==> config.mk <==
export PLATFORM = sky130hd
export DESIGN_NAME = operand_shifter
export DESIGN_NICKNAME = d
export VERILOG_FILES = /design/src/rtl/operand_shifter.sv
export SDC_FILE = /design/constraint.sdc
export NUM_CORES = 1
export LEC_CHECK = 0
export ABC_AREA = 1
export BUFFER_PORTS_ARGS = -buffer_cell sky130_fd_sc_hd__buf_2
export CAP_MARGIN = 40
export CORE_MARGIN = 2
export CORE_UTILIZATION = 40
export DETAILED_ROUTE_END_ITERATION = 6
export SYNTH_ARGS = -nofsm -noshare
export SYNTH_HDL_FRONTEND = slang
export SYNTH_SLANG_ARGS = --single-unit
==> constraint.sdc <==
create_clock -name vclk -period 4.3
set_input_delay 0.215 -clock vclk [all_inputs]
set_output_delay 0.215 -clock vclk [all_outputs]
set_load 0.01 [all_outputs]
==> src/rtl/operand_shifter.sv <==
module operand_shifter (
  input  logic        imm_mode,
  input  logic [31:0] src_val,
  input  logic [31:0] amt_src,
  input  logic        amt_from_reg,
  input  logic [4:0]  amt_field,
  input  logic [1:0]  shift_kind,
  input  logic [7:0]  imm_byte,
  input  logic [3:0]  imm_rot,
  input  logic        flags_req,
  input  logic        carry_in,
  output logic [31:0] op_out,
  output logic        carry_out,
  output logic        carry_we
);

  function automatic logic [31:0] rotr(input logic [31:0] v, input logic [4:0] k);
    rotr = (v >> k) | (v << (6'd32 - {1'b0, k}));
  endfunction

  logic [7:0]         amt8;
  logic [5:0]         amt_sat;
  logic [32:0]        lsl_w, lsr_w;
  logic signed [32:0] asr_w;
  logic [31:0]        ror_v, imm_v;
  logic [4:0]         imm_k;

  assign amt8    = amt_from_reg ? amt_src[7:0] : {3'b000, amt_field};
  assign amt_sat = (amt8 > 8'd33) ? 6'd33 : amt8[5:0];
  assign lsl_w   = {1'b0, src_val} << amt_sat;
  assign lsr_w   = {src_val, 1'b0} >> amt_sat;
  assign asr_w   = $signed({src_val, 1'b0}) >>> amt_sat;
  assign ror_v   = rotr(src_val, amt8[4:0]);
  assign imm_k   = {imm_rot, 1'b0};
  assign imm_v   = rotr({24'd0, imm_byte}, imm_k);

  always_comb begin
    if (imm_mode) begin
      op_out    = imm_v;
      carry_out = (imm_rot == 4'd0) ? carry_in : imm_v[31];
    end else if (amt8 == 8'd0) begin
      op_out    = src_val;
      carry_out = carry_in;
    end else begin
      unique case (shift_kind)
        2'd0:    begin op_out = lsl_w[31:0];  carry_out = lsl_w[32]; end
        2'd1:    begin op_out = lsr_w[32:1];  carry_out = lsr_w[0];  end
        2'd2:    begin op_out = asr_w[32:1];  carry_out = asr_w[0];  end
        default: begin op_out = ror_v;        carry_out = ror_v[31]; end
      endcase
    end
  end

  assign carry_we = flags_req & (imm_mode | (shift_kind != 2'd0) | (amt8 != 8'd0));

endmodule

==> metrics.md <==
| Metric | Value |
|---|---|
| Drt wl/cell | `23.5 um` |
| Layout net count | `1,990` |
| ANT cells | `0` |
| Fin Hold WS | `0.715 ns` |
| Starting Density | `0.405` |
| Hold path startpoint | `flags_req` |
| Final TNS setup | `0 ns` |
| Headroom to the max-slew limit | `0.452` |
| Die area | `0.0232 sq mm` |
| Crit path max fanout | `64` |
| Post-CTS setup buffers | `0` |
| Share of layout cells above drive strength 1 | `0.0948` |
| Total number of vias | `13.5k` |
| Post-CTS Resized | `0` |
| GPL Wtd Cong | `1.05` |
| Startpoint Class | `input pin` |
| Final WL | `51,100 um` |
| Die width | `152 um` |
| Max-cap violation count | `0` |
| Met1 Wirelength | `20,000 um` |
| Post-route ant nets | `0` |
| Met3 routed WL | `5150 um` |
| IO Port Bufs | `97` |
| FF/Latch Area | `0 sq um` |
| Outcome | `finished, final reports clean` |
| Crit path capture type | `primary output` |
| # hold bufs at CTS | `0` |
| RSZ-0062 raised after global routing | `false` |
| Largest net degree at the start of global routing | `118` |
| Worst slack, placed | `0.417 ns` |
| First-pass GRT wire length | `73,900 um` |
| WP data required | `4.09 ns` |
| Sequential area share after synthesis | `0` |
| Top cell by count, worst path | `nand2_1` |
| HP Class | `in -> out` |
| Hold Violations, Final | `0` |
| Layout area overhead | `6.17%` |
| Syn nets | `1,973` |
| Number of global-route vias before repair | `11.8k` |
| Max Slew Vio Count | `0` |
| Hold EP | `carry_we` |
| Main area contributors after synthesis | `nand2_1 29%, nand3_1 19%, o21ai_0 11%` |
| Slew @ Worst Pin | `0.820 ns` |
| Leak | `0.00495 uW` |
| Row cnt | `54` |
| # DRC | `0` |
| First-pass detailed-route iteration total | `7` |
| Clock buf count | `0` |
| Initial DRC count | `2,084` |
| # setup viols final | `0` |
| Pwr dens | `208 mW/mm^2` |
| Top-area cell type share of the netlist area | `0.286` |
| Netlist Area Pre-Place | `0.00878 sq mm` |
| Mean post-synth cell area | `4.66 sq um` |
| Period utilization | `0.939` |
| Die Ht | `152 um` |
| Yosys top cell by area | `nand2_1` |
| Initial antenna violation count | `0` |
| Core Footprint | `0.0217 sq mm` |
| Total gr overflow | `0` |
| Num sequential | `0` |
| Crit-path max cell delay | `0.58 ns` |
| Metal2 WL | `21,700 um` |
| Fmax | `0.248 GHz` |
| Final worst slack | `0.260 ns` |
| Max VDD drop | `0.135 mV` |
| DP HPWL | `40,900 um` |
| CP Class | `in -> out` |
| Crit-path slowest cell | `buf_4` |
| Worst hold stages | `4` |
| Synth cell types | `50` |
| Synthesis Warnings | `0` |
| Post-synthesis cell count | `1,883` |
| Fin crit period | `4.04 ns` |
| Via-to-Cell Ratio | `6.21` |
| Critical Path AT | `3.82 ns` |
| Top sig layer | `met4` |
| GRT Total Usage | `0.417` |
| I/O pin count | `121` |
cells in the final DEF, fill, tap and decap left out, types with 12 or more instances in the layout:
master / count
inv_1: 148
mux2i_1: 20
inv_2: 14
o21ai_1: 58
nand3_1: 330
a31oi_1: 12
buf_4: 36
o211ai_1: 22
o21ai_0: 194
buf_2: 97
nor3_1: 15
o22ai_1: 20
nand2_1: 667
a21oi_1: 54
nand4_1: 19
nor2_1: 108
kinds of logic after synthesis:
logic type | after synthesis | share of synthesized area
simple gates | 1170 | 0.573
compound gates | 399 | 0.254
buf+inv | 289 | 0.144
mux | 20 | 0.0228
fa+ha+maj | 3 | 0.00427
xor+xnor | 2 | 0.00199
cells in the mapped netlist, types with 3 or more instances:
cell type,instances
nand2_1,668
nand3_1,330
o21ai_0,194
inv_1,148
nor2_1,108
o21ai_1,58
a21oi_1,54
clkbuf_1,51
buf_2,34
o211ai_1,22
mux2i_1,20
o22ai_1,20
nand4_1,19
nor3_1,15
buf_4,14
inv_2,14
a31oi_1,12
buf_1,11
buf_6,11
o2111ai_1,11
o21a_1,6
nand2_2,5
a32oi_1,4
and2_1,4
clkinv_1,4
nor2_2,4
o221ai_1,4
ha_1,3
nand2_4,3
nand3_2,3
worst max-delay path: cells and delay by family:
family | cells | cell delay (ns)
buf+inv | 6 | 1.09
compound gates | 2 | 0.37
fa+ha+maj | 1 | 0.21
simple gates | 16 | 1.86
power by group:
group | internal, uW | switching, uW
sequential | 0 | 0
combinational | 526 | 1410
clock | 0 | 0
layout make-up:
class                      instances  area (sq um)
multi-input combinational       1594          7520
inverter                         168           636
fill                            2626         12400
tap                              280           350
timing repair buffer             136           816
per-stage QoR:
| stage | instances | utilization | area (sq um) | power (uW) |
|---|---|---|---|---|
| finish | 2178 | 0.430 | 9320 | 1940 |
| global route | 2178 | 0.430 | 9320 | 2080 |
| CTS | 2178 | 0.430 | 9320 | 1860 |
| detailed placement | 2178 | 0.430 | 9320 | 1860 |
| global placement | 2177 | 0.430 | 9320 | 1850 |
| floorplan | 1883 | - | 8780 | 1230 |
routing by layer:
layer / GRT usage / vias to the layer above
met2: 0.650 / 919
met4: 0.263 / 0
li1: - / 6349
met5: 0 / -
met1: 0.542 / 6080
met3: 0.0577 / 170
how the worst max path moves through the flow:
| stage | from | to | slack (ns) | cells past startpoint |
|---|---|---|---|---|
| floorplan | amt_from_reg | op_out[1] | 1.24 | 23 |
| global placement | amt_from_reg | op_out[29] | 0.42 | 25 |
| detailed placement | amt_from_reg | op_out[29] | 0.42 | 25 |
| CTS | amt_from_reg | op_out[29] | 0.40 | 25 |
| global route | amt_from_reg | op_out[29] | 0.10 | 25 |
| finish | amt_from_reg | op_out[29] | 0.26 | 25 |
Power figures use the tool's default switching activity.
